--- config.mk ---
export PLATFORM = sky130hd
export DESIGN_NAME = i2c_busy_target
export DESIGN_NICKNAME = d
export VERILOG_FILES = /design/src/rtl/i2c_bt_pkg.sv /design/src/rtl/i2c_bt_sync.sv /design/src/rtl/i2c_bt_cond.sv /design/src/rtl/i2c_bt_engine.sv /design/src/rtl/i2c_busy_target.sv
export SDC_FILE = /design/constraint.sdc
export NUM_CORES = 1
export LEC_CHECK = 0
export BUFFER_PORTS_ARGS = -buffer_cell sky130_fd_sc_hd__buf_2
export CAP_MARGIN = 10
export CELL_PAD_IN_SITES_DETAIL_PLACEMENT = 2
export CELL_PAD_IN_SITES_GLOBAL_PLACEMENT = 2
export CORE_MARGIN = 2
export CORE_UTILIZATION = 34
export DETAILED_ROUTE_END_ITERATION = 8
export GPL_TIMING_DRIVEN = 0
export PLACE_DENSITY = 0.93
export SLEW_MARGIN = 20
export SYNTH_ARGS = -nofsm -noshare
export SYNTH_HDL_FRONTEND = slang
export SYNTH_SLANG_ARGS = --single-unit
--- constraint.sdc ---
create_clock -name clk -period 4.89 [get_ports clk]
set_clock_uncertainty 0.05 [all_clocks]
set_input_delay 0.978 -clock clk [delete_from_list [all_inputs] [get_ports clk]]
set_output_delay 0.978 -clock clk [all_outputs]
set_load 0.02 [all_outputs]
--- src/rtl/i2c_bt_pkg.sv ---
package i2c_bt_pkg;

    localparam int NUM_ADDR = 9;
    localparam int BYTE_W   = 8;

    typedef enum logic [2:0] {
        ST_IDLE,
        ST_ADDR,
        ST_AACK,
        ST_WDATA,
        ST_WACK,
        ST_RDATA,
        ST_MACK,
        ST_IGNORE
    } eng_state_e;

    typedef struct packed {
        logic sda;
        logic scl_rise;
        logic scl_fall;
        logic start;
        logic stop;
    } bus_evt_t;

    // Address chosen by the strap; values above the last option clamp to it.
    function automatic logic [6:0] strap_addr(input logic [6:0] base,
                                              input logic [3:0] sel);
        if (int'(sel) >= NUM_ADDR)
            return base + 7'(NUM_ADDR - 1);
        return base + {3'b000, sel};
    endfunction

endpackage

--- src/rtl/i2c_bt_sync.sv ---
module i2c_bt_sync #(
    parameter int STAGES = 2,
    parameter int LINES  = 2
) (
    input  logic             clk,
    input  logic             rst,
    input  logic [LINES-1:0] din,
    output logic [LINES-1:0] dout
);
    genvar g;
    generate
        for (g = 0; g < LINES; g++) begin : g_line
            logic [STAGES-1:0] chain;
            always_ff @(posedge clk) begin
                if (rst) chain <= '1;
                else     chain <= {chain[STAGES-2:0], din[g]};
            end
            assign dout[g] = chain[STAGES-1];
        end
    endgenerate
endmodule

--- src/rtl/i2c_bt_cond.sv ---
module i2c_bt_cond
    import i2c_bt_pkg::*;
(
    input  logic     clk,
    input  logic     rst,
    input  logic     scl_s,
    input  logic     sda_s,
    output bus_evt_t evt
);
    logic scl_q, sda_q;

    always_ff @(posedge clk) begin
        if (rst) begin
            scl_q <= 1'b1;
            sda_q <= 1'b1;
        end else begin
            scl_q <= scl_s;
            sda_q <= sda_s;
        end
    end

    always_comb begin
        evt.sda      = sda_s;
        evt.scl_rise = !scl_q && scl_s;
        evt.scl_fall = scl_q && !scl_s;
        evt.start    = scl_q && scl_s && sda_q && !sda_s;
        evt.stop     = scl_q && scl_s && !sda_q && sda_s;
    end
endmodule

--- src/rtl/i2c_bt_engine.sv ---
module i2c_bt_engine
    import i2c_bt_pkg::*;
#(
    parameter int CFG_BYTES = 2,
    parameter int RES_BYTES = 3
) (
    input  logic                        clk,
    input  logic                        rst,
    input  bus_evt_t                    evt,
    input  logic [6:0]                  my_addr,
    input  logic                        busy,
    input  logic [RES_BYTES*BYTE_W-1:0] result_in,
    output logic                        sda_pull,
    output logic [CFG_BYTES*BYTE_W-1:0] cfg_out,
    output logic                        conv_start,
    output logic                        bus_active,
    output eng_state_e                  state
);
    localparam int RIW = (RES_BYTES > 1) ? $clog2(RES_BYTES) : 1;
    localparam int CIW = $clog2(CFG_BYTES + 1);

    logic [3:0]        bitcnt;
    logic [BYTE_W-1:0] shreg;
    logic [BYTE_W-1:0] txreg;
    logic              rw_q;
    logic              mack_q;
    logic              wr_pend;
    logic [RIW-1:0]    rd_idx;
    logic [CIW-1:0]    cfg_idx;

    function automatic logic [BYTE_W-1:0] res_byte(input logic [RIW-1:0] idx);
        return result_in[(RES_BYTES-1-int'(idx))*BYTE_W +: BYTE_W];
    endfunction

    function automatic logic [RIW-1:0] next_idx(input logic [RIW-1:0] idx);
        if (int'(idx) == RES_BYTES - 1) return '0;
        return idx + 1'b1;
    endfunction

    always_ff @(posedge clk) begin
        if (rst) begin
            state      <= ST_IDLE;
            bitcnt     <= '0;
            shreg      <= '0;
            txreg      <= '0;
            rw_q       <= 1'b0;
            mack_q     <= 1'b0;
            wr_pend    <= 1'b0;
            rd_idx     <= '0;
            cfg_idx    <= '0;
            cfg_out    <= '0;
            sda_pull   <= 1'b0;
            conv_start <= 1'b0;
            bus_active <= 1'b0;
        end else begin
            conv_start <= 1'b0;
            if (evt.stop) begin
                conv_start <= wr_pend;
                wr_pend    <= 1'b0;
                state      <= ST_IDLE;
                bus_active <= 1'b0;
                sda_pull   <= 1'b0;
            end else if (evt.start) begin
                state      <= ST_ADDR;
                bus_active <= 1'b1;
                bitcnt     <= '0;
                sda_pull   <= 1'b0;
            end else begin
                unique case (state)
                    ST_ADDR, ST_WDATA: begin
                        if (evt.scl_rise) begin
                            shreg  <= {shreg[BYTE_W-2:0], evt.sda};
                            bitcnt <= bitcnt + 4'd1;
                        end else if (evt.scl_fall && bitcnt == 4'd8) begin
                            bitcnt <= '0;
                            if (state == ST_ADDR) begin
                                if (shreg[7:1] == my_addr && !busy) begin
                                    rw_q     <= shreg[0];
                                    sda_pull <= 1'b1;
                                    state    <= ST_AACK;
                                end else begin
                                    state <= ST_IGNORE;
                                end
                            end else if (int'(cfg_idx) < CFG_BYTES) begin
                                cfg_out[(CFG_BYTES-1-int'(cfg_idx))*BYTE_W +: BYTE_W] <= shreg;
                                cfg_idx  <= cfg_idx + 1'b1;
                                wr_pend  <= 1'b1;
                                sda_pull <= 1'b1;
                                state    <= ST_WACK;
                            end else begin
                                state <= ST_IGNORE;
                            end
                        end
                    end
                    ST_AACK: begin
                        if (evt.scl_fall) begin
                            bitcnt <= '0;
                            if (rw_q) begin
                                rd_idx   <= '0;
                                txreg    <= res_byte('0);
                                sda_pull <= !res_byte('0)[BYTE_W-1];
                                state    <= ST_RDATA;
                            end else begin
                                cfg_idx  <= '0;
                                sda_pull <= 1'b0;
                                state    <= ST_WDATA;
                            end
                        end
                    end
                    ST_WACK: begin
                        if (evt.scl_fall) begin
                            sda_pull <= 1'b0;
                            state    <= ST_WDATA;
                        end
                    end
                    ST_RDATA: begin
                        if (evt.scl_fall) begin
                            if (bitcnt == 4'd7) begin
                                sda_pull <= 1'b0;
                                state    <= ST_MACK;
                            end else begin
                                txreg    <= {txreg[BYTE_W-2:0], 1'b0};
                                sda_pull <= !txreg[BYTE_W-2];
                                bitcnt   <= bitcnt + 4'd1;
                            end
                        end
                    end
                    ST_MACK: begin
                        if (evt.scl_rise) begin
                            mack_q <= !evt.sda;
                        end else if (evt.scl_fall) begin
                            bitcnt <= '0;
                            if (mack_q) begin
                                rd_idx   <= next_idx(rd_idx);
                                txreg    <= res_byte(next_idx(rd_idx));
                                sda_pull <= !res_byte(next_idx(rd_idx))[BYTE_W-1];
                                state    <= ST_RDATA;
                            end else begin
                                state <= ST_IGNORE;
                            end
                        end
                    end
                    default: ;
                endcase
            end
        end
    end
endmodule

--- src/rtl/i2c_busy_target.sv ---
module i2c_busy_target
    import i2c_bt_pkg::*;
#(
    parameter logic [6:0] ADDR_BASE   = 7'h24,
    parameter int         CFG_BYTES   = 2,
    parameter int         RES_BYTES   = 3,
    parameter int         SYNC_STAGES = 2
) (
    input  logic                        clk,
    input  logic                        rst,
    input  logic                        scl_in,
    input  logic                        sda_in,
    output logic                        sda_pull,
    input  logic [3:0]                  strap_sel,
    input  logic                        busy,
    input  logic [RES_BYTES*BYTE_W-1:0] result_in,
    output logic [CFG_BYTES*BYTE_W-1:0] cfg_out,
    output logic                        conv_start,
    output logic                        bus_active
);
    logic [1:0] sync_q;   // [0] clock line, [1] data line
    bus_evt_t   evt;
    eng_state_e eng_state;
    logic [6:0] my_addr;

    assign my_addr = strap_addr(ADDR_BASE, strap_sel);

    i2c_bt_sync #(.STAGES(SYNC_STAGES), .LINES(2)) u_sync (
        .clk  (clk),
        .rst  (rst),
        .din  ({sda_in, scl_in}),
        .dout (sync_q)
    );

    i2c_bt_cond u_cond (
        .clk   (clk),
        .rst   (rst),
        .scl_s (sync_q[0]),
        .sda_s (sync_q[1]),
        .evt   (evt)
    );

    i2c_bt_engine #(.CFG_BYTES(CFG_BYTES), .RES_BYTES(RES_BYTES)) u_eng (
        .clk        (clk),
        .rst        (rst),
        .evt        (evt),
        .my_addr    (my_addr),
        .busy       (busy),
        .result_in  (result_in),
        .sda_pull   (sda_pull),
        .cfg_out    (cfg_out),
        .conv_start (conv_start),
        .bus_active (bus_active),
        .state      (eng_state)
    );
endmodule

-- Word-level counts from Yosys, hierarchy flattened
Cells that the tools add are included.
- bitwise operators: 4
- reduce and logical (&&, ||, !) cells: 39
- eq/ne operators: 36
- $add $sub $neg: 7
- order comparisons: 2
- muxes and demuxes: 76
- shift operators: 3
- operator list (operator ; count):
    $mux 7 ; 9
    $mux 2 ; 19
    $mux 3 ; 11
    $neg 32->33 ; 1
    $shift 8x33->16 const A ; 1
    $shiftx 8x33->16 ; 1
    $mux 4 ; 7
    $reduce_and 9->1 ; 3
    $shiftx 24x6->8 ; 1
    $mux 1 ; 23
    $pmux 7 s3 ; 1
    $ne 2x1->1 const B ; 9
    $ne 3x2->1 const B ; 6
    $bwmux 16 ; 1
    $pmux 4 s4 ; 1
    $pmux 3 s5 ; 1
    $reduce_and 7->1 ; 2
    $ne 3x3->1 const B ; 4
    $reduce_and 6->1 ; 2
    $reduce_and 11->1 ; 1
    $ne 2x2->1 const B ; 5
    $reduce_and 10->1 ; 1
    $reduce_bool 5->1 ; 2
    $eq 3x3->1 const B ; 3
    other kinds (27) ; 52
- bits of input ports: 33
- register bits after elaboration: 54
- word-level logic and storage cells: 185

-- Longest topological paths before layout
Gate-level depths: netlist of run 1.
- depth after elaboration: 24
- gate-level depth with buffers: 8
- gate-level depth less buffers: 7

-- Hierarchy
Synthesis of run 1 repeated with hierarchy kept, for this count alone.
- cells, all modules: 371
- area, all modules: 3041.7 sq um
- by module, submodules not included (module ; area each (sq um) ; cells an instance ; seq. area each (sq um) ; instances):
    i2c_bt_engine ; 2796.4 ; 346 ; 960.9 ; 1
    i2c_bt_sync ; 120.1 ; 10 ; 80.1 ; 1
    i2c_bt_cond ; 92.6 ; 9 ; 40.0 ; 1
    i2c_busy_target ; 32.5 ; 6 ; 0.0 ; 1

-- Worst setup path after synthesis of run 1
Ideal clock, no wire load.
- path kind: input to register
- start point: in busy
- end point: reg u_eng.rw_q
- arrival: 1987 ps
- cell stages on the path: 5
- path slack: 2783 ps
- path through: nor4b_1 > o221a_2 > o2111ai_1 > or3_1 > a21oi_1
- cells in the longest elaborated chain, start to end: 3
- RTL lines (what ; RTL line ; text):
    start, declared ; i2c_busy_target.sv:15 ; input logic busy,
    $logic_not 1->1 ; i2c_bt_engine.sv:77 ; if (shreg[7:1] == my_addr && !busy) begin
    $logic_and 1x1->1 ; i2c_bt_engine.sv:77 ;
    $reduce_and 7->1 (no line) ; -- ;
    end signal, assigned ; i2c_bt_engine.sv:78 ; rw_q <= shreg[0];
    end, declared ; i2c_bt_engine.sv:25 ; logic rw_q;
No other way between the ends.
A chain may end at the register's enable or synchronous reset.

-- Final worst setup path of run 1
- start point: reg u_eng.rd_idx[0]
- end point: reg u_eng.txreg[6]
- cells in the longest elaborated chain, start to end: 23
- elaborated cells on any way between the ends: 24
- those cells by class: add/sub: 2; eq/ne: 1; shift: 1; mux: 20
- RTL lines (what ; RTL line ; text):
    start, declared ; i2c_bt_engine.sv:28 ; logic [RIW-1:0] rd_idx;
    start signal, assigned ; i2c_bt_engine.sv:134 ; rd_idx <= next_idx(rd_idx);
    $eq 2x2->1 ; i2c_bt_engine.sv:36 ; if (int'(idx) == RES_BYTES - 1) return '0;
    $mux 1 ; i2c_bt_engine.sv:36 ;
    $mux 1 ; i2c_bt_engine.sv:133 ; if (mack_q) begin
    $mux 1 ; i2c_bt_engine.sv:131 ; end else if (evt.scl_fall) begin
    $mux 1 ; i2c_bt_engine.sv:129 ; if (evt.scl_rise) begin
    $mux 1 ; i2c_bt_engine.sv:69 ; unique case (state)
    $mux 1 ; i2c_bt_engine.sv:63 ; end else if (evt.start) begin
    $mux 1 ; i2c_bt_engine.sv:57 ; if (evt.stop) begin
    (+7 left out) ; -- ;
    $mux 2 * ; i2c_bt_engine.sv:57 ;
    $mux 2 * ; i2c_bt_engine.sv:41 ; if (rst) begin
    $sub 2x2->3 * ; i2c_bt_engine.sv:32 ; return result_in[(RES_BYTES-1-int'(idx))*BYTE_W +: BYTE_W];
    $shiftx 24x6->8 * ; i2c_bt_engine.sv:32 ;
    $mux 7 * ; i2c_bt_engine.sv:133 ;
    $mux 7 * ; i2c_bt_engine.sv:131 ;
    $mux 7 * ; i2c_bt_engine.sv:129 ;
    $pmux 7 s3 * ; i2c_bt_engine.sv:69 ;
    end signal, assigned ; i2c_bt_engine.sv:100 ; txreg <= res_byte('0);
    end signal, assigned ; i2c_bt_engine.sv:122 ; txreg <= {txreg[BYTE_W-2:0], 1'b0};
    end signal, assigned ; i2c_bt_engine.sv:135 ; txreg <= res_byte(next_idx(rd_idx));
    end, declared ; i2c_bt_engine.sv:24 ; logic [BYTE_W-1:0] txreg;
Mark *: on every way between the ends. The rest lies on a longest branch, timed or not. The select of a mux whose other input is x is not followed.

==> key figures, run 1 <==
Pwr
  • Reg power frac: roughly 56%
  • Max VDD drop: 123 uV
  • Net Sw Frac: a little over a quarter
  • Internal: 0.000577 W
  • Logic pwr share: 8.4%
  • Power share of the clock group: 35.5%
  • Switch Pwr: 0.000218 W
  • Lkg Pwr: 1.24 nW
  • Tot Pwr: slightly below 0.0008 W
  • PD cells: 242 mW/mm^2

Place
  • Port Buffers: 50
  • Placed Cells: 515
  • Post-DP HPWL: 7.28 mm
  • Placer Congestion: between 0.9 and 1
  • Placed Instance Area: 0.00318 mm^2

Floorplanning
  • Starting Density: 34.5%
  • Width of the die: 94.7 um
  • Die ar.: 0.00896 mm^2
  • # IOs: 52
  • Core Footprint: 0.00809 mm^2
  • Row Count: 33
  • Die height: approximately 95 um

Finish
  • Area Growth Syn to Fin: 17.3%
  • ANT cells: 0
  • Commonest non-fill, non-tap cell in the layout: nand2_1
  • Cell area after layout: 0.00328 mm^2
  • Nets: 455
  • Commonest non-fill, non-tap cells in the layout: nand2_1 (58), buf_2 (56), dfxtp_1 (54), a21oi_1 (45), nor2_1 (23)
  • Fraction of layout cells with a size suffix above 1: 19.9%
  • Finished Layout Cells: between 500 and 600

Critical path
  • Worst Path Required: roughly 5000 ps
  • Crit Path Class: register to register
  • Worst setup endpoint: u_eng.txreg[6]$_SDFFE_PP0P_
  • Critical Path Start: u_eng.rd_idx[0]$_SDFFE_PP0P_
  • Crit-path max cell delay: 520 ps
  • Flop2flop setup slack: approximately 2200 ps
  • CP Launch Type: register
  • Crit Path Max Fanout: 10
  • Crit end category: register
  • Register-to-Register Path Depth: 7
  • R2r endpoint: u_eng.txreg[6]$_SDFFE_PP0P_
  • CP Cell Sequence: nor2_1 -> clkbuf_1 -> ha_1 -> o21a_1 -> o21ai_1 -> a221oi_1 -> a211oi_1
  • RR Startpoint: u_eng.rd_idx[0]$_SDFFE_PP0P_
  • Worst path slowest cell: o21ai_1
  • Worst Path Arrival: 2830 ps

Drt
  • DRC Markers: 0
  • Via count: 2,970
  • Final ANT Viol Nets: 0
  • Routed WL: 10.4 mm
  • Metal3 WL: 281 um
  • Routed wire per std cell: 19.8 um
  • DR top layer: met4
  • Drt first pass iters: 4
  • DR iter-0 viols: 121
  • Routed wl met2: 5.32 mm
  • Vias per cell: 5.68
  • Wl on met1: approximately 4.6 mm

Synth
  • Sequential share of the synthesized area: 38.7%
  • Post-synth top flop: dfxtp_1
  • Cells after Synth: 360
  • Post-Syn Nets: around 400
  • Post-synth EDFFs: 0
  • FF+latch count, synth: 54
  • Syn Area/Cell: 7.76 um^2
  • Post-synth ARST share: 0%
  • Synth warn: 0
  • Synth Cell Area: 0.00280 mm^2
  • Number of library cell types mapped by synthesis: 48

STA
  • Final hold vios: 0
  • Smallest hold slack: 369 ps
  • Post-layout min period: 2660 ps
  • RSZ-0062 raised after global routing: no
  • Final period util: 54.3%
  • Max-slew violations: 0
  • Endpoints failing setup: 0
  • Fmax: 0.376 GHz
  • Worst-margin pin slew: 903 ps
  • Slew HR: ~39%
  • Setup TNS: 0 ps

Clocking
  • Post-CTS Hold Buffers: 0
  • Longest Clk Path Bufs: 2
  • Root Buffer: clkbuf_8
  • Clk slew on worst S/H paths: 120 ps
  • Worst skew pair latency: 330 ps
  • CTS tree: built
  • H-tree Lvls: 2
  • Setup Buffers After CTS: 0
  • Inserted Clock Buffers: 5
  • Sink Count: 54
  • # resized after CTS: 0

Global routing
  • Pin count of the biggest net entering global routing: 20
  • GRT Resource Usage Total: 24.2%
  • Initial antenna violation count: 0
  • Vias in the first global route: 3,168
  • First-pass GRT wire length: 16.8 mm
  • Grt ovf: 0

Outcome
  • Status: complete, no violations

Job
  • Max cap viols: 0

Hold path
  • HP Class: register to register
[worst min path at each step]
stage          slack, ps                              endpoint                                  from  depth (start not counted)
5_1_grt              390  u_sync.g_line[0].chain[1]$_SDFF_PP1_  u_sync.g_line[0].chain[0]$_SDFF_PP1_                          1
3_3_place_gp         340  u_sync.g_line[1].chain[1]$_SDFF_PP1_  u_sync.g_line[1].chain[0]$_SDFF_PP1_                          1
6_report             370  u_sync.g_line[0].chain[1]$_SDFF_PP1_  u_sync.g_line[0].chain[0]$_SDFF_PP1_                          1
3_5_place_dp         350  u_sync.g_line[0].chain[1]$_SDFF_PP1_  u_sync.g_line[0].chain[0]$_SDFF_PP1_                          1
2_1_floorplan        340  u_sync.g_line[0].chain[1]$_SDFF_PP1_  u_sync.g_line[0].chain[0]$_SDFF_PP1_                          1
4_1_cts              380  u_sync.g_line[0].chain[1]$_SDFF_PP1_  u_sync.g_line[0].chain[0]$_SDFF_PP1_                          1
[flip-flops by register name, indices dropped and copies added (netlist names)]
name                 flops
u_cond.scl_q             1
u_cond.sda_q             1
u_eng.bitcnt             4
u_eng.bus_active         1
u_eng.cfg_idx            2
u_eng.cfg_out           16
u_eng.conv_start         1
u_eng.mack_q             1
u_eng.rd_idx             2
u_eng.rw_q               1
u_eng.sda_pull           1
u_eng.shreg              8
u_eng.state              3
u_eng.txreg              7
u_eng.wr_pend            1
u_sync.g_line.chain      4
[power by group through the flow]
stage          clock, W  combinational (W)  sequential [W]
6_report       0.000282          0.0000669        0.000446
5_1_grt        0.000310          0.0000738        0.000447
4_1_cts        0.000289          0.0000667        0.000446
3_5_place_dp          0          0.0000647        0.000456
3_3_place_gp          0          0.0000620        0.000456
2_1_floorplan         0          0.0000365        0.000456
[synth_stat cells, types with 2 or more instances]
master | count | area [um^2]
o311a_1 | 2 | 20.0
mux2_2 | 2 | 22.5
nand3b_1 | 2 | 15.0
ha_1 | 5 | 62.6
a21boi_0 | 4 | 30.0
inv_1 | 9 | 33.8
nor2_1 | 23 | 86.3
nor3_1 | 5 | 25.0
clkbuf_1 | 12 | 45.0
nand4_1 | 7 | 43.8
nand2_1 | 58 | 218
and2b_1 | 2 | 15.0
a21oi_2 | 2 | 17.5
buf_2 | 6 | 30.0
a21oi_1 | 45 | 225
or3_1 | 2 | 12.5
o31ai_1 | 2 | 15.0
a221oi_1 | 7 | 61.3
o221ai_1 | 2 | 17.5
o21a_1 | 3 | 22.5
nor2b_1 | 11 | 68.8
and3b_1 | 2 | 17.5
mux2i_1 | 2 | 20.0
nand3_1 | 22 | 110
or2_2 | 9 | 56.3
nand2b_1 | 9 | 56.3
a211oi_1 | 11 | 82.6
o21ai_0 | 18 | 90.1
nor3b_1 | 3 | 22.5
dfxtp_1 | 54 | 1080
a2bb2oi_1 | 2 | 17.5
[layer usage]
layer	global-route usage, %	vias up
met2	42.6	56
met3	3.59	18
met5	0	-
met1	30.2	1503
li1	-	1393
met4	7.61	0
[critical path, delay by kind of cell (launching register included)]
kind / cells / cell delay [ps]
AND/OR/NAND/NOR: 1 / 170
adder cells (fa/ha/maj): 1 / 340
buffers and inverters: 1 / 390
AO/OA/AOI/OAI: 4 / 1260
flip-flops: 1 / 330
[metrics by stage]
step / utilization [%] / setup WS, ps
global route: 40.5 / 2050
CTS: 40.5 / 2220
finish: 40.5 / 2230
floorplan: - / 2780
global placement: 39.3 / 2420
detailed placement: 39.3 / 2340
[final cells by class]
type                            instances  area [um^2]
Clock buffer                            5         68.8
Buffer                                 19         78.8
Sequential cell                        54         1080
Tap cell                              105          131
Inverter                                9         33.8
Clock inverter                          3         28.8
Fill cell                             948         4810
Timing Repair Buffer                   50          250
Multi-Input combinational cell        278         1610
[kinds of logic (layout without fill, tap and decap cells)]
logic type / after synthesis / after routing / synth area share (%)
multiplexers: 4 / 4 / 1.52
flip-flops: 54 / 54 / 38.7
AND/OR/NAND/NOR: 164 / 164 / 30.1
adder cells (fa/ha/maj): 5 / 5 / 2.24
buffers and inverters: 28 / 86 / 4.03
AO/OA/AOI/OAI: 105 / 105 / 23.5
(Power assumes the default switching activity.)
==> run 2: changes to the inputs <==
Settings changed: CORE_UTILIZATION 34 to 32, PLACE_DENSITY 0.93 to 0.89.
Clock period 4.89 ns to 2.8 ns, I/O delays scaled along.
==> run 2 against run 1 <==
Setup slack got worse by 2000 ps. Count of clock-buffer cells in the layout unchanged. Highest routed layer unchanged. Sequential share of layout area decreased by 0.42 points. Largest power group unchanged. Non-clock buffer count unchanged. Fmax increased by 4.9%. Flip-flop and latch count unchanged. Final cell count increased by 0.57%. Power increased by 93%.
==> key figures, run 2 (synthesized netlist as in run 1, its figures left out) <==
STA
  • Setup TNS: 0 ps (unchanged)
  • Slew HR: 28.5% (-10 points)
  • Endpoints failing setup: 0 (unchanged)
  • Smallest hold slack: 378 ps (+9.07 ps)
  • Worst-margin pin slew: 1060 ps (+155 ps)
  • Post-layout min period: 2530 ps (-125 ps)
  • Final hold vios: 0 (unchanged)
  • Final period util: 90.4% (+36 points)
  • Max-slew violations: 0 (unchanged)
  • Fmax: 0.395 GHz (+4.9%)
  • RSZ-0062 raised after global routing: no

Place
  • Port Buffers: 50 (unchanged)
  • Placer Congestion: 0.901 (-0.99%)
  • Post-DP HPWL: 7.48 mm (+2.8%)

Drt
  • Via count: 2,953 (-0.57%)
  • Routed WL: 10.1 mm (-2.8%)
  • Final ANT Viol Nets: 0 (unchanged)
  • DRC Markers: 0 (unchanged)
  • Vias per cell: 5.61 (-1.1%)
  • DR iter-0 viols: 160 (+32%)
  • Drt first pass iters: 4 (unchanged)
  • Routed wire per std cell: 19.1 um (-3.4%)

Critical path
  • Worst Path Arrival: 2730 ps (-100 ps)
  • Crit Path Class: register to register
  • Worst Path Required: 2990 ps (-2070 ps)
  • Crit-path max cell delay: 930 ps (+410 ps)
  • Crit end category: register
  • Worst path slowest cell: o311ai_0
  • Crit Path Max Fanout: 4 (-6)
  • CP Launch Type: register
  • CP Cell Sequence: inv_1 -> ha_1 -> nand3b_1 -> nor2_1 -> o311ai_0 -> o21ai_0 -> a21oi_1

Floorplanning
  • Die height: 97.5 um (+2.9%)
  • Row Count: 34 (+3.0%)
  • Width of the die: 97.5 um (+2.9%)
  • Die ar.: 0.00950 mm^2 (+6.0%)
  • # IOs: 52 (unchanged)
  • Core Footprint: 0.00859 mm^2 (+6.2%)
  • Starting Density: 32.5% (-2.0 points)

Outcome
  • Status: complete, no violations

Finish
  • Fraction of layout cells with a size suffix above 1: 19.9% (unchanged)
  • Largest regs: u_eng.cfg_out: 16 flops, u_eng.shreg: 8 flops, u_eng.txreg: 7 flops
  • Max reg flops: 16 (unchanged)
  • Nets: 455 (unchanged)
  • Area Growth Syn to Fin: 18.8%
  • Fin util: 38.7% (-1.9 points)
  • Commonest non-fill, non-tap cells in the layout: nand2_1 (58), buf_2 (56), dfxtp_1 (54), a21oi_1 (45), nor2_1 (23)
  • Register with the most flip-flops: u_eng.cfg_out
  • ANT cells: 0 (unchanged)
  • Commonest non-fill, non-tap cell in the layout: nand2_1

Global routing
  • GRT Resource Usage Total: 21.2% (-2.9 points)
  • Vias in the first global route: 3,189 (+0.66%)
  • First-pass GRT wire length: 16.5 mm (-1.6%)
  • Grt ovf: 0 (unchanged)
  • Pin count of the biggest net entering global routing: 18 (-10%)
  • Initial antenna violation count: 0 (unchanged)

Clocking
  • Clk slew on worst S/H paths: 100 ps (-20 ps)
  • Root Buffer: clkbuf_8
  • Worst skew pair latency: 310 ps (-20 ps)
  • H-tree Lvls: 2 (unchanged)
  • Inserted Clock Buffers: 5 (unchanged)
  • Post-CTS Hold Buffers: 0 (unchanged)
  • CTS tree: built
  • Sink Count: 54 (unchanged)
  • Longest Clk Path Bufs: 2 (unchanged)

Pwr
  • Lkg Pwr: 1.25 nW (+1.2%)
  • PD cells: 462 mW/mm^2 (+90%)
  • Max VDD drop: 189 uV (+53%)

Hold path
  • HP Class: register to register

Job
  • Max cap viols: 0 (unchanged)
run 2: cell types whose count changed in the layout (fill, tap and decap cells not counted), sizes merged:
cell,change
inv,-2
bufinv,+2
run 2: power by group:
| group | switching, W | leakage [nW] | internal, W | total, W |
|---|---|---|---|---|
| Sequential | 0.00000548 | 0.436 | 0.000773 | 0.000779 |
| Combinational | 0.0000720 | 0.746 | 0.0000456 | 0.000118 |
| Clock | 0.000278 | 0.0683 | 0.000359 | 0.000637 |
run 2: timing repair:
action                     CTS  global route
gates resized for setup      0             1
buffers inserted             0             0
setup endpoints to repair    0             6
run 2: final timing paths:
| path | from | depth (start not counted) | slack, ps | to |
|---|---|---|---|---|
| max | u_eng.bitcnt[0]$_SDFFE_PP0P_ | 7 | 270 | u_eng.bitcnt[1]$_SDFFE_PP0P_ |
| min | u_sync.g_line[0].chain[0]$_SDFF_PP1_ | 1 | 380 | u_sync.g_line[0].chain[1]$_SDFF_PP1_ |
| max reg2reg | u_eng.bitcnt[0]$_SDFFE_PP0P_ | 7 | 270 | u_eng.bitcnt[1]$_SDFFE_PP0P_ |
| min reg2reg | u_sync.g_line[0].chain[0]$_SDFF_PP1_ | 1 | 380 | u_sync.g_line[0].chain[1]$_SDFF_PP1_ |
run 2: cell type report:
cell class / count / area (um^2)
Buffer: 19 / 78.8
Clock buffer: 5 / 68.8
Tap cell: 108 / 135
Timing Repair Buffer: 50 / 250
Clock inverter: 3 / 68.8
Inverter: 9 / 33.8
Fill cell: 1030 / 5270
Multi-Input combinational cell: 278 / 1610
Sequential cell: 54 / 1080
run 2: critical path: cells and delay by family, from the launching register on:
family                   cells  cell delay (ps)
AO/OA/AOI/OAI                3             1310
AND/OR/NAND/NOR              2              410
flip-flops                   1              390
adder cells (fa/ha/maj)      1              210
buffers and inverters        1               90
run 2: stage by stage:
step	cell area [um^2]	worst slack [ps]	cells	total power (W)
floorplan	2800	845	360	0.000859
global placement	3180	503	518	0.000906
detailed placement	3180	228	518	0.000911
CTS	3320	194	526	0.00154
global route	3320	23.4	526	0.00158
finish	3320	268	526	0.00153
run 2: layer usage:
| layer | up-vias | routed length, um | GRT usage (%) |
|---|---|---|---|
| li1 | 1394 | - | - |
| met2 | 76 | 5040 | 37.9 |
| met5 | - | 0 | 0 |
| met3 | 20 | 356 | 2.45 |
| met4 | 0 | 252 | 6.73 |
| met1 | 1463 | 4420 | 26.7 |
==> run 3: changes to the inputs <==
Settings changed: BUFFER_PORTS_ARGS -buffer_cell sky130_fd_sc_hd__buf_2 to -buffer_cell sky130_fd_sc_hd__buf_4.
==> run 3 against run 2 <==
Via count shrank 0.71%. Register-to-register slack is essentially flat. Non-clock buffer count unchanged. Combinational power increased by 8%. Critical path depth unchanged. Sequential power is essentially flat. Utilization up 1.2 points. First-iteration DRC count increased by 24%. Routed wire length shrank 0.84%. Hold slack worse by 7.1 ps. Die area unchanged. Clock power down 11%. Critical path type unchanged.
==> key figures, run 3 (synthesized netlist as in run 1, its figures left out) <==
Global routing
  • Vias in the first global route: 3,164 (-0.78%)
  • GRT Resource Usage Total: 21.2% (-0.043 points)
  • Initial antenna violation count: 0 (unchanged)
  • Grt ovf: 0 (unchanged)
  • Pin count of the biggest net entering global routing: 19 (+1)
  • First-pass GRT wire length: 16.3 mm (-1.3%)

Finish
  • Register area: 0.00108 mm^2 (unchanged)
  • Multi-input logic area: 0.00160 mm^2 (-0.23%)
  • Area Growth Syn to Fin: 22.4%
  • Finished Layout Cells: 526 (unchanged)
  • Commonest non-fill, non-tap cell in the layout: nand2_1
  • Commonest non-fill, non-tap cells in the layout: nand2_1 (58), dfxtp_1 (54), buf_4 (50), a21oi_1 (45), nor2_1 (23)
  • ANT cells: 0 (unchanged)
  • Layout filler cell count: 1,016 (-1.4%)
  • Nets: 455 (unchanged)
  • Register with the most flip-flops: u_eng.cfg_out
  • Largest regs: u_eng.cfg_out: 16 flops, u_eng.shreg: 8 flops, u_eng.txreg: 7 flops
  • Fraction of layout cells with a size suffix above 1: 19.6% (-0.24 points)
  • Cell area after layout: 0.00342 mm^2 (+3.0%)
  • Max reg flops: 16 (unchanged)

Floorplanning
  • # IOs: 52 (unchanged)
  • Starting Density: 32.5% (unchanged)
  • Die height: 97.5 um (unchanged)
  • Width of the die: 97.5 um (unchanged)
  • Row Count: 34 (unchanged)
  • Die ar.: 0.00950 mm^2 (unchanged)
  • Core Footprint: 0.00859 mm^2 (unchanged)

Pwr
  • Lkg Pwr: 1.27 nW (+1.2%)
  • PD cells: 431 mW/mm^2 (-6.7%)
  • Max VDD drop: 200 uV (+6.1%)

STA
  • Final hold vios: 0 (unchanged)
  • Setup TNS: 0 ps (unchanged)
  • Fmax: 0.397 GHz (+0.55%)
  • Max-slew violations: 0 (unchanged)
  • Post-layout min period: 2520 ps (-13.9 ps)
  • Worst-margin pin slew: 952 ps (-106 ps)
  • Slew HR: 36.4% (+7.8 points)
  • Endpoints failing setup: 0 (unchanged)
  • RSZ-0062 raised after global routing: no
  • Final period util: 89.9% (-0.50 points)

Hold path
  • Hold Crit Start: scl_in
  • Hold Crit Depth: 2 (+1)
  • Hold endpoint: u_sync.g_line[0].chain[0]$_SDFF_PP1_
  • HP Class: input pin to register

Place
  • Post-DP HPWL: 7.45 mm (-0.47%)
  • Port Buffers: 50 (unchanged)
  • Placed Cells: 518 (unchanged)
  • Placer Congestion: 0.945 (+4.9%)
  • Placed Instance Area: 0.00331 mm^2 (+3.9%)

Clocking
  • Worst skew pair latency: 320 ps (about the same)
  • Setup Buffers After CTS: 0 (unchanged)
  • Longest Clk Path Bufs: 2 (unchanged)
  • H-tree Lvls: 2 (unchanged)
  • Sink Count: 54 (unchanged)
  • Root Buffer: clkbuf_8
  • Clk slew on worst S/H paths: 110 ps (about the same)
  • Inserted Clock Buffers: 5 (unchanged)
  • Post-CTS Hold Buffers: 0 (unchanged)
  • CTS tree: built
  • # resized after CTS: 0 (unchanged)

Drt
  • DRC Markers: 0 (unchanged)
  • Via count: 2,932 (-0.71%)
  • Routed wire per std cell: 19.0 um (-0.84%)
  • Drt first pass iters: 4 (unchanged)
  • Routed WL: 9.98 mm (-0.84%)
  • Final ANT Viol Nets: 0 (unchanged)
  • Vias per cell: 5.57 (-0.71%)
  • DR iter-0 viols: 198 (+24%)

Critical path
  • Worst Path Arrival: 2690 ps (-40 ps)
  • Crit Path Max Fanout: 10 (+6)
  • Flop2flop setup slack: 280 ps (about the same)
  • CP Launch Type: register
  • Register-to-Register Path Depth: 7 (unchanged)
  • Crit end category: register
  • Crit Path Class: register to register
  • R2r endpoint: u_eng.txreg[4]$_SDFFE_PP0P_
  • Worst Path Required: 2970 ps (-20 ps)
  • RR Startpoint: u_eng.rd_idx[0]$_SDFFE_PP0P_

Outcome
  • Status: complete, no violations

Job
  • Max cap viols: 0 (unchanged)
run 3: worst max path at each step:
stage	from	end	slack [ps]	depth (start not counted)
5_1_grt	u_eng.rd_idx[0]$_SDFFE_PP0P_	u_eng.txreg[0]$_SDFFE_PP0P_	70	7
3_3_place_gp	u_eng.rd_idx[0]$_SDFFE_PP0P_	u_eng.txreg[4]$_SDFFE_PP0P_	500	7
2_1_floorplan	u_eng.rd_idx[0]$_SDFFE_PP0P_	u_eng.txreg[1]$_SDFFE_PP0P_	850	7
6_report	u_eng.rd_idx[0]$_SDFFE_PP0P_	u_eng.txreg[4]$_SDFFE_PP0P_	280	7
3_5_place_dp	u_eng.rd_idx[0]$_SDFFE_PP0P_	u_eng.txreg[4]$_SDFFE_PP0P_	310	7
4_1_cts	u_eng.rd_idx[0]$_SDFFE_PP0P_	u_eng.txreg[4]$_SDFFE_PP0P_	270	7
run 3: layout make-up:
type                            instances  area share (%)
Multi-Input combinational cell        278            46.8
Sequential cell                        54            31.6
Timing Repair Buffer                   50            11.0
Tap cell                              108            3.95
Buffer                                 19            2.30
Clock buffer                            5            2.01
Clock inverter                          3            1.39
Inverter                                9           0.987
run 3: critical path: stages (launching register included):
cell and delay [ps]:
dfxtp_1 340, nor2_1 140, clkbuf_1 390, ha_1 340
o21a_1 220, o21ai_1 420, a221oi_1 180, a211oi_1 330
run 3: per-stage QoR:
stage / hold WS (ps) / total power [W] / setup WS, ps / util (%)
6_report: 371 / 0.00147 / 282 / 39.8
5_1_grt: 361 / 0.00153 / 73.7 / 39.8
2_1_floorplan: 339 / 0.000859 / 845 / -
4_1_cts: 364 / 0.00148 / 273 / 39.8
3_5_place_dp: 353 / 0.000924 / 309 / 38.5
3_3_place_gp: 341 / 0.000918 / 499 / 38.5
run 3: per-layer routing:
metal  wire, um  track usage, %
met5          0               0
met4        142            5.13
met3        448            3.02
met2       5060            38.6
met1       4330            26.3
run 3: power breakdown:
part / switching (W) / internal, W
registers: 0.00000586 / 0.000773
clock network: 0.000293 / 0.000274
logic: 0.0000701 / 0.0000579
total: 0.000369 / 0.00110
